### src/rtl/sdram_init_seq.sv
module sdram_init_seq #(
  parameter int ADDR_W      = 13,
  parameter int BA_W        = 2,
  parameter int WAIT_CYCLES = 20000,
  parameter int NUM_REFRESH = 8,
  parameter int CMD_GAP     = 7
) (
  input  logic              clk,
  input  logic              rst_n,
  input  logic [2:0]        op_code,
  input  logic              cmd_trig,
  input  logic              cmd_write,
  input  logic [BA_W-1:0]   cmd_bank,
  input  logic [ADDR_W-1:0] cmd_addr,
  input  logic [1:0]        cfg_bl,
  input  logic              cfg_bt,
  input  logic [1:0]        cfg_cl,
  input  logic              cfg_wb_single,
  input  logic [7:0]        rfsh_period,
  input  logic [7:0]        rfsh_scale,
  input  logic              rfsh_ack,
  output logic              sd_cke,
  output logic              sd_cs_n,
  output logic              sd_ras_n,
  output logic              sd_cas_n,
  output logic              sd_we_n,
  output logic [BA_W-1:0]   sd_ba,
  output logic [ADDR_W-1:0] sd_addr,
  output logic              init_done,
  output logic              rfsh_req
);
  localparam int CNT_W  = $clog2(WAIT_CYCLES + CMD_GAP + 2);
  localparam int RCNT_W = $clog2(NUM_REFRESH + 1);

  localparam logic [3:0] C_NOP = 4'b0111;
  localparam logic [3:0] C_REF = 4'b0001;
  localparam logic [3:0] C_MRS = 4'b0000;
  localparam logic [3:0] C_PRE = 4'b0010;
  localparam logic [3:0] C_ACT = 4'b0011;
  localparam logic [3:0] C_RD  = 4'b0101;
  localparam logic [3:0] C_WR  = 4'b0100;

  typedef enum logic [2:0] {ST_WAIT, ST_PALL, ST_REF, ST_MRS, ST_RUN} st_t;

  st_t               st;
  logic [CNT_W-1:0]  cnt;
  logic [RCNT_W-1:0] rcnt;
  logic [3:0]        cmd_q, cmd_d;
  logic              cke_d;
  logic [BA_W-1:0]   ba_d;
  logic [ADDR_W-1:0] addr_d, mode_word;
  logic              first, last;
  logic [7:0]        pre_cnt, per_cnt;
  logic              tick, expire;

  assign first     = (cnt == '0);
  assign last      = (cnt == CNT_W'(CMD_GAP));
  assign init_done = (st == ST_RUN);
  assign mode_word = ADDR_W'({cfg_wb_single, 2'b00, 1'b0, cfg_cl, cfg_bt, 1'b0, cfg_bl});
  assign {sd_cs_n, sd_ras_n, sd_cas_n, sd_we_n} = cmd_q;

  always_ff @(posedge clk) begin
    if (!rst_n) begin
      st   <= ST_WAIT;
      cnt  <= '0;
      rcnt <= '0;
    end else begin
      case (st)
        ST_WAIT:
          if (cnt == CNT_W'(WAIT_CYCLES - 1)) begin
            st  <= ST_PALL;
            cnt <= '0;
          end else cnt <= cnt + 1'b1;
        ST_PALL, ST_MRS:
          if (last) begin
            cnt <= '0;
            st  <= (st == ST_PALL) ? ST_REF : ST_RUN;
          end else cnt <= cnt + 1'b1;
        ST_REF:
          if (last) begin
            cnt <= '0;
            if (rcnt == RCNT_W'(NUM_REFRESH - 1)) begin
              rcnt <= '0;
              st   <= ST_MRS;
            end else rcnt <= rcnt + 1'b1;
          end else cnt <= cnt + 1'b1;
        default: st <= ST_RUN;
      endcase
    end
  end

  always_comb begin
    cmd_d  = C_NOP;
    cke_d  = sd_cke;
    ba_d   = '0;
    addr_d = '0;
    case (st)
      ST_PALL: if (first) begin cmd_d = C_PRE; addr_d[10] = 1'b1; end
      ST_REF:  if (first) cmd_d = C_REF;
      ST_MRS:  if (first) begin cmd_d = C_MRS; addr_d = mode_word; end
      ST_RUN:
        if (cmd_trig) begin
          if (!sd_cke) cke_d = 1'b1;
          else begin
            case (op_code)
              3'b001: cmd_d = C_REF;
              3'b010: begin cmd_d = C_REF; cke_d = 1'b0; end
              3'b011: begin cmd_d = C_MRS; addr_d = mode_word; end
              3'b100: begin cmd_d = C_PRE; ba_d = cmd_bank; end
              3'b101: begin cmd_d = C_PRE; addr_d[10] = 1'b1; end
              3'b110: begin cmd_d = C_ACT; ba_d = cmd_bank; addr_d = cmd_addr; end
              3'b111: begin
                cmd_d      = cmd_write ? C_WR : C_RD;
                ba_d       = cmd_bank;
                addr_d     = cmd_addr;
                addr_d[10] = 1'b0;
              end
              default: cmd_d = C_NOP;
            endcase
          end
        end
      default: cmd_d = C_NOP;
    endcase
  end

  always_ff @(posedge clk) begin
    if (!rst_n) begin
      cmd_q   <= C_NOP;
      sd_cke  <= 1'b1;
      sd_ba   <= '0;
      sd_addr <= '0;
    end else begin
      cmd_q   <= cmd_d;
      sd_cke  <= cke_d;
      sd_ba   <= ba_d;
      sd_addr <= addr_d;
    end
  end

  assign tick   = (pre_cnt == rfsh_scale - 8'd1);
  assign expire = init_done && tick && (per_cnt == rfsh_period - 8'd1);

  always_ff @(posedge clk) begin
    if (!rst_n) begin
      pre_cnt  <= '0;
      per_cnt  <= '0;
      rfsh_req <= 1'b0;
    end else begin
      if (!init_done) begin
        pre_cnt <= '0;
        per_cnt <= '0;
      end else begin
        pre_cnt <= tick ? 8'd0 : pre_cnt + 8'd1;
        if (tick) per_cnt <= expire ? 8'd0 : per_cnt + 8'd1;
      end
      if (expire) rfsh_req <= 1'b1;
      else if (rfsh_ack) rfsh_req <= 1'b0;
    end
  end
endmodule

### config.mk
export PLATFORM = sky130hd
export DESIGN_NAME = sdram_init_seq
export DESIGN_NICKNAME = d
export VERILOG_FILES = /design/src/rtl/sdram_init_seq.sv
export SDC_FILE = /design/constraint.sdc
export NUM_CORES = 1
export LEC_CHECK = 0
export ABC_AREA = 1
export ABC_CLOCK_PERIOD_IN_PS = 2400
export BUFFER_PORTS_ARGS = -buffer_cell sky130_fd_sc_hd__buf_2
export CORE_AREA = 2 2 77 79
export CTS_BUF_LIST = sky130_fd_sc_hd__clkbuf_8
export DETAILED_ROUTE_END_ITERATION = 7
export DIE_AREA = 0 0 79 81
export GPL_ROUTABILITY_DRIVEN = 0
export HOLD_SLACK_MARGIN = 0.03
export PLACE_DENSITY = 0.86
export SETUP_SLACK_MARGIN = 0.4
export SLEW_MARGIN = 20
export SYNTH_ARGS = -nofsm -noshare
export SYNTH_HDL_FRONTEND = slang
export SYNTH_SLANG_ARGS = --single-unit
### constraint.sdc
create_clock -name clk -period 2.4 [get_ports clk]
set_input_delay 0 -clock clk [delete_from_list [all_inputs] [get_ports clk]]
set_output_delay 0 -clock clk [all_outputs]
set_load 0.02 [all_outputs]
==> impl_metrics.yaml, run 1 <==
worst_setup_path:
  crit_path_end_kind: "flop"
  worst_setup_path_start_kind: "flop"
  critPathKind: "flop to flop"
  critPathArrivalTime_ns: 2.28
  cp_max_fo: 8
  cp.required_ns: 2.69
sta:
  max_clock_freq_mhz: 503
  worstMarginPinSlew_ns: 0.550
  finalCritPeriodShare: 0.829
  tns_ns: 0
  fin_skew_ns: 0.00923
  slew_viol_final: 0
  setup_viol: 0
  whs_ns: 0.120
  layout_setup_ws_ns: 0.411
  rsz0062_at_grt: "no"
  finalHoldViolCount: 0
  min_period_ns: 1.99
  relSlewSlack: 0.630
min_path:
  hp-class: "primary input to flop"
clock_network:
  cts.clk_slew.worst_paths_ns: 0.07
  cts_tree: "done"
  clockBufferDepth: 2
  clock_latency_ns: 0.34
  clock_sinks: 58
  cts_buffers: 9
  htreeDepth: 3
  cts-root-buf: "clkbuf_8"
synthesis:
  ys_warn_count: 0
  syn_area_mm2: 0.00331
  ys_seq_area_frac: 0.351
  synth_area_leaders: "dfxtp_1 (35%), nand2_1 (15%), nor2_1 (9.6%), inv_1 (7.9%), nand3_1 (5.4%)"
  synth_common_cells: "nand2_1 (131), nor2_1 (85), inv_1 (70), dfxtp_1 (58), nand3_1 (36)"
  async_reset_ff_frac: 0
  yosysMostFrequentCell: "nand2_1"
  ys_types: 34
  ys_seq_elements: 58
  yosysTopAreaCellShare: 0.351
  ys.flop_type: "dfxtp_1"
  synth_edf_count: 0
  avgSynthCellArea_um2: 6.46
  syn_nets: 564
  yosys.area.top_type: "dfxtp_1"
  syn_inst: 512
grt:
  grt-ovfl-total: 0
  grt_max_degree: 19
  met3_usage: 0.0711
  grt_usage: 0.310
  met1_usage: 0.343
  grt_busiest_layer: "met2"
  grt_pass1_wl_um: 15600
  antenna_found_initial: 0
  grt_pass1_vias: 3467
  grt_use_met2: 0.556
route:
  detail-route-antenna-nets: 0
  first_iter_violations: 355
  wl_per_cell_um: 15.1
  routed_wl_um: 10500
  viasPerCell: 5.57
  first_pass_iters: 7
  vias: 3885
  drc_errors: 0
status:
  status: "finished, final reports clean"
cells_and_area:
  multi_input_area_mm2: 0.00185
  drive_above_1_share: 0.189
  seq_area_mm2: 0.00117
  areaGrowthSynthToFinish_pct: 28.3
  stdcell_count: 698
  antenna_cells: 0
  nNetsFinal: 671
  fillerInstances: 416
die:
  dieArea_mm2: 0.00640
  num_io_pins: 67
  initial_utilization: 0.583
  fp-row-count: 28
  die_w_um: 79
  die_h_um: 81
  core_mm2: 0.00568
power:
  pwr_density_cell_mw_per_mm2: 546
  ir_drop_v: 0.000538
  p_total_mw: 2.32
  p_leak_nw: 2.01
place:
  dp_slack_ns: 0.692
  hpwl_um: 5750
  io_buffers: 65
  dp_cells: 650
run:
  max-cap-violations: 0
[worst max-delay path, cell delays in order, from the launching register on]
cell           delay (ns)
dfxtp_1              0.35
inv_1                0.13
nand2_2              0.12
nor2_8               0.17
inv_2                0.06
nor2_4               0.14
nand3_2              0.14
nor3b_1              0.24
dlygate4sd3_1        0.57
[per-layer routing]
layer | wire, um | part of all wire
met1 | 3740 | 0.35
met4 | 654 | 0.062
met3 | 949 | 0.090
met2 | 5210 | 0.49
met5 | 0 | 0
[per-stage QoR]
stage	instance area [um^2]	util
floorplan	3310	-
global placement	3720	0.655
detailed placement	3720	0.655
CTS	4190	0.737
global route	4250	0.748
finish	4250	0.748
[cells by family after synthesis]
| kind of cell | count (synthesis) | synth area share |
|---|---|---|
| buf+inv | 83 | 0.0953 |
| fa+ha+maj | 7 | 0.0265 |
| flops | 58 | 0.351 |
| simple gates | 302 | 0.403 |
| compound gates | 43 | 0.0756 |
| other cells | 1 | 0.00113 |
| xor+xnor | 18 | 0.0477 |
[registers in the layout, summed over array words and instances (netlist names)]
| name | count |
|---|---|
| cmd_q | 3 |
| cnt | 15 |
| per_cnt | 8 |
| pre_cnt | 8 |
| rcnt | 4 |
| rfsh_req | 1 |
| sd_addr | 13 |
| sd_ba | 2 |
| sd_cke | 1 |
| st | 3 |
[report_power, final]
group,leakage [nW],switching (mW),internal [mW]
clock network,0.105,0.396,0.491
logic,1.44,0.266,0.149
registers,0.469,0.0240,0.991
[final cells by class]
type,count,area share
Tap cell,75,0.0221
Inverter,80,0.0707
Timing Repair Buffer,99,0.153
Clock inverter,5,0.0112
Multi-Input combinational cell,371,0.436
Clock buffer,10,0.0324
Sequential cell,58,0.275
[cell usage in the layout (no fill, tap or decap), types with 13 or more instances in the layout]
master / count
nor2_1: 84
nand4_1: 15
dfxtp_1: 56
nand2_1: 130
nand3_1: 36
buf_2: 65
dlygate4sd3_1: 28
xor2_1: 14
nor3_1: 13
inv_1: 72
a21oi_1: 18
[repair_timing]
item / in CTS / in global routing
hold buffers: 28 / 0
endpoints found under the setup margin: 0 / 11
setup buffers: 0 / 5
gates resized for setup: 0 / 7
endpoints found under the hold margin: 19 / 0
[worst paths after layout]
path                                start       end  slack [ns]  depth (start not counted)
worst min-delay path            cmd_write  cmd_q[0]        0.12                          4
worst min register to register      st[0]     st[0]        0.49                          2
worst max-delay path                st[1]  sd_ba[0]        0.41                          8
worst max register to register      st[1]  sd_ba[0]        0.41                          8
Power figures use the tool's default switching activity.
==> run 2, diff against run 1 <==
--- a/config.mk
+++ b/config.mk
@@ -6,15 +6,15 @@
 export NUM_CORES = 1
 export LEC_CHECK = 0
 export ABC_AREA = 1
-export ABC_CLOCK_PERIOD_IN_PS = 2400
+export ABC_CLOCK_PERIOD_IN_PS = 1900
 export BUFFER_PORTS_ARGS = -buffer_cell sky130_fd_sc_hd__buf_2
-export CORE_AREA = 2 2 77 79
+export CORE_AREA = 2 2 80 82
 export CTS_BUF_LIST = sky130_fd_sc_hd__clkbuf_8
 export DETAILED_ROUTE_END_ITERATION = 7
-export DIE_AREA = 0 0 79 81
+export DIE_AREA = 0 0 82 84
 export GPL_ROUTABILITY_DRIVEN = 0
 export HOLD_SLACK_MARGIN = 0.03
-export PLACE_DENSITY = 0.86
+export PLACE_DENSITY = 0.8
 export SETUP_SLACK_MARGIN = 0.4
 export SLEW_MARGIN = 20
 export SYNTH_ARGS = -nofsm -noshare
==> constraint.sdc (replaced) <==
create_clock -name clk -period 1.9 [get_ports clk]
set_input_delay 0 -clock clk [delete_from_list [all_inputs] [get_ports clk]]
set_output_delay 0 -clock clk [all_outputs]
set_load 0.02 [all_outputs]
==> impl_metrics.yaml, run 2 (synthesis results as in run 1) <==
status:
  status: "finished, final reports clean"
grt:
  grt_usage: 0.293
  grt_max_degree: 19
  antenna_found_initial: 0
  grt_pass1_wl_um: 15700
  grt-ovfl-total: 0
  grt_pass1_vias: 3612
die:
  fp-row-count: 29
  num_io_pins: 67
  core_mm2: 0.00610
  die_w_um: 82
  initial_utilization: 0.543
  die_h_um: 84
  dieArea_mm2: 0.00689
worst_setup_path:
  cp.required_ns: 2.18
  crit_path_end_kind: "flop"
  worst_setup_path_start_kind: "flop"
  critPathArrivalTime_ns: 2.13
  critPathKind: "flop to flop"
  r2r_setup_slack_ns: 0.04
  cp_max_fo: 3
place:
  hpwl_um: 5730
  dpl-instance-area_mm2: 0.00373
  dp_slack_ns: 0.185
  dp_cells: 653
  io_buffers: 65
cells_and_area:
  stdcell_count: 722
  reg_top3: "cnt (15), sd_addr (13)"
  layout_commonest_cell: "nand2_1"
  finalInstanceArea_mm2: 0.00470
  fillerInstances: 398
  drive_above_1_share: 0.291
  largest_reg_flops: 15
  antenna_cells: 0
  top_register: "cnt"
  nNetsFinal: 692
  final_cell_mix: "nand2_1 (126), nor2_1 (74), inv_1 (65), buf_2 (65), dfxtp_1 (42)"
  areaGrowthSynthToFinish_pct: 42.1
sta:
  finalHoldViolCount: 0
  rsz0062_at_grt: "yes"
  relSlewSlack: 0.660
  fin_skew_ns: 0.0120
  layout_setup_ws_ns: 0.0405
  slew_viol_final: 0
  min_period_ns: 1.86
  finalCritPeriodShare: 0.979
  worstMarginPinSlew_ns: 0.506
  setup_viol: 0
  max_clock_freq_mhz: 538
route:
  detail-route-antenna-nets: 0
  first_pass_iters: 8
  routed_wl_um: 11000
  first_iter_violations: 281
  drc_errors: 0
  viasPerCell: 5.57
  vias: 4025
  wl_per_cell_um: 15.2
clock_network:
  cts_buffers: 9
  htreeDepth: 3
  cts_tree: "done"
  clockBufferDepth: 2
  clock_latency_ns: 0.36
  cts.clk_slew.worst_paths_ns: 0.07
  clock_sinks: 58
  cts-root-buf: "clkbuf_8"
power:
  pwr_density_cell_mw_per_mm2: 721
  ir_drop_v: 0.000652
  p_leak_nw: 2.20
  p_total_mw: 3.39
min_path:
  hp-class: "primary input to flop"
run:
  max-cap-violations: 0
[run 2: changes by cell type in the layout (fill, tap and decap cells not counted), sizes merged]
cell | before | now
inv | 82 | 81
bufinv | 1 | 3
dlygate4sd3 | 28 | 26
buf | 71 | 94
[run 2: final timing paths]
path                startpoint          end  cells past startpoint
setup / recovery        cnt[1]        st[1]                     11
hold / removal    cmd_addr[10]  sd_addr[10]                      5
setup reg to reg        cnt[1]        st[1]                     11
hold reg to reg        cnt[13]      cnt[13]                      2
[run 2: power by group]
part | switching (mW) | internal, mW
combinational | 0.393 | 0.272
sequential | 0.0305 | 1.25
clock | 0.534 | 0.911
total | 0.958 | 2.43
[run 2: timing repair]
| item | CTS | global route |
|---|---|---|
| gates resized for setup | 40 | 37 |
| hold buffers | 26 | 0 |
| endpoints found under the setup margin | 34 | 48 |
| endpoints found under the hold margin | 25 | 0 |
| buffers inserted | 14 | 13 |
| pin swaps | 18 | 18 |
[run 2: through the flow]
step,utilization,TNS [ns],hold WS (ns)
after detailed placement,0.612,0,0.193
after global placement,0.612,0,0.186
after global routing,0.771,-0.915,0.0971
after CTS,0.730,0,0.0300
after floorplan,-,0,0.103
final,0.771,0,0.0653
[run 2: worst max-delay path, cell delays in order, from the launching register on]
cell and delay (ns):
dfxtp_4 0.38, ha_4 0.16, nand2_4 0.07, inv_6 0.08, nand2_4 0.06, nor2_4 0.12
nand4_1 0.21, nand3_1 0.17, nand2_2 0.09, buf_4 0.15, a21oi_2 0.12, a21boi_2 0.18
[run 2: cell type report]
type,count,area [um^2],share of cell area
multi-input combinational,371,2040,0.433
clock buffer,10,138,0.0293
clock inverter,6,113,0.0239
inverter,80,308,0.0655
timing repair buffer,120,820,0.174
sequential,58,1190,0.253
tap,77,96.3,0.0205
[run 2: per-layer routing]
layer / GRT usage / share of wire / vias up
li1: - / - / 1878
met1: 0.329 / 0.36 / 1803
met2: 0.501 / 0.50 / 249
met3: 0.0639 / 0.073 / 95
met4: 0.162 / 0.076 / 0
met5: 0 / 0 / -
==> run 3, diff against run 2 <==
--- a/config.mk
+++ b/config.mk
@@ -7,14 +7,15 @@
 export LEC_CHECK = 0
 export ABC_AREA = 1
 export ABC_CLOCK_PERIOD_IN_PS = 1900
-export BUFFER_PORTS_ARGS = -buffer_cell sky130_fd_sc_hd__buf_2
-export CORE_AREA = 2 2 80 82
+export CORE_AREA = 2 2 74 76
 export CTS_BUF_LIST = sky130_fd_sc_hd__clkbuf_8
 export DETAILED_ROUTE_END_ITERATION = 7
-export DIE_AREA = 0 0 82 84
+export DIE_AREA = 0 0 76 78
+export DONT_BUFFER_PORTS = 1
 export GPL_ROUTABILITY_DRIVEN = 0
 export HOLD_SLACK_MARGIN = 0.03
-export PLACE_DENSITY = 0.8
+export PLACE_DENSITY = 0.81
+export RECOVER_POWER = 100
 export SETUP_SLACK_MARGIN = 0.4
 export SLEW_MARGIN = 20
 export SYNTH_ARGS = -nofsm -noshare
==> impl_metrics.yaml, run 3 (synthesis results as in run 1) <==
clock_network:
  clock_sinks: 58
  htreeDepth: 3
  cts_tree: "done"
  clockBufferDepth: 2
  cts-root-buf: "clkbuf_8"
  cts.clk_slew.worst_paths_ns: 0.09
  clock_latency_ns: 0.38
  cts_buffers: 9
die:
  die_h_um: 78
  die_w_um: 76
  fp-row-count: 26
  core_mm2: 0.00504
  num_io_pins: 67
  initial_utilization: 0.656
  dieArea_mm2: 0.00593
power:
  p_leak_nw: 1.99
  ir_drop_v: 0.000841
  pwr_density_cell_mw_per_mm2: 681
  p_total_mw: 3.12
route:
  routed_wl_um: 15300
  viasPerCell: 6.64
  first_pass_iters: 8
  detail-route-antenna-nets: 0
  drc_errors: 31
  vias: 4401
  wl_per_cell_um: 23.1
  first_iter_violations: 671
worst_setup_path:
  timing.rr.start: "sd_cke"
  crit_top_cell: "o21ai_0"
  ff2ff_path_depth: 5
  critPathArrivalTime_ns: 2.16
  worst_setup_path_start_kind: "flop"
  crit_path_end_kind: "flop"
  cp.required_ns: 2.13
  slowest_delay_ns: 0.52
  cp_max_fo: 4
  r2r_setup_slack_ns: -0.03
  worstReg2RegEnd: "cmd_q[0]"
  worstPathCellList: "nand2_1 > inv_1 > o21ai_0 > o21ai_0 > o2111ai_1"
  cp_slowest_cell: "dfxtp_1"
  crit_start: "sd_cke"
  crit_end: "cmd_q[0]"
  critPathKind: "flop to flop"
sta:
  fin_skew_ns: 0.0194
  worstMarginPinSlew_ns: 0.692
  relSlewSlack: 0.535
  finalHoldViolCount: 0
  max_clock_freq_mhz: 518
  whs_ns: 0.113
  finalCritPeriodShare: 1.02
  min_period_ns: 1.93
  slew_viol_final: 0
  setup_viol: 2
  layout_setup_ws_ns: -0.0293
  rsz0062_at_grt: "yes"
place:
  io_buffers: 0
  dp_slack_ns: 0.159
  hpwl_um: 5470
grt:
  grt-ovfl-total: 0
  antenna_found_initial: 0
  grt_max_degree: 19
  grt_pass1_wl_um: 16300
  grt_usage: 0.346
  grt_pass1_vias: 3606
cells_and_area:
  top_register: "cnt"
  reg_top3: "cnt (15), sd_addr (13)"
  layout_commonest_cell: "nand2_1"
  largest_reg_flops: 15
  drive_above_1_share: 0.282
  final_cell_mix: "nand2_1 (118), nor2_1 (67), inv_1 (59)"
  final_core_util: 0.908
  nNetsFinal: 640
  antenna_cells: 0
  fillerInstances: 215
  areaGrowthSynthToFinish_pct: 38.4
status:
  status: "complete, but fails checks"
  violations: "DRC, setup timing"
min_path:
  hp-class: "primary input to flop"
  hold_depth: 6
run:
  max-cap-violations: 0
==> run 3: final cells by class <==
| class | count | area, um^2 | area share |
|---|---|---|---|
| multi-input cells | 372 | 2220 | 0.486 |
| flip-flops and latches | 58 | 1190 | 0.260 |
| repair buffers | 67 | 587 | 0.128 |
| inverters | 80 | 313 | 0.0683 |
| clock buffers | 10 | 138 | 0.0301 |
| well taps | 70 | 87.6 | 0.0191 |
| clock inverters | 6 | 41.3 | 0.00902 |
==> run 3: worst max-delay path: cells and delay by family (launching register included) <==
kind / cells / cell delay, ns
AO/OA/AOI/OAI: 3 / 0.69
flip-flops: 1 / 0.52
buffers and inverters: 1 / 0.34
AND/OR/NAND/NOR: 1 / 0.22
==> run 3: metrics by stage <==
step	TNS, ns	instances	area [um^2]
after CTS	0	646	4120
after detailed placement	0	582	3400
after floorplan	0	512	3310
after global routing	-1.09	663	4580
after global placement	0	582	3400
final	-0.0502	663	4580
==> run 3: where the power goes <==
| group | internal (mW) | switching [mW] | leakage [nW] | total (mW) |
|---|---|---|---|---|
| Combinational | 0.243 | 0.458 | 1.43 | 0.701 |
| Clock | 0.508 | 0.609 | 0.0847 | 1.12 |
| Sequential | 1.25 | 0.0493 | 0.477 | 1.30 |
==> run 3: per-layer routing <==
metal,share of wire,global-route usage
met1,0.31,0.359
met2,0.44,0.622
met3,0.14,0.0581
met4,0.12,0.269
met5,0,0
==> run 3: repair_timing <==
item,in CTS,in global routing
endpoints found under the setup margin,39,51
pin swaps,19,39
setup buffers,19,16
hold buffers,29,0
endpoints found under the hold margin,37,0
gates resized for setup,40,91
gates cloned,0,1
==> run 3: worst min path at each step <==
stage | start | endpoint | slack [ns]
final | op_code[1] | sd_addr[3] | 0.11
after global routing | op_code[1] | sd_addr[9] | 0.12
after CTS | op_code[1] | sd_addr[5] | 0.06
after detailed placement | cfg_wb_single | sd_addr[9] | 0.11
after global placement | cfg_cl[1] | sd_addr[5] | 0.11
after floorplan | cfg_bl[1] | sd_addr[1] | 0.10
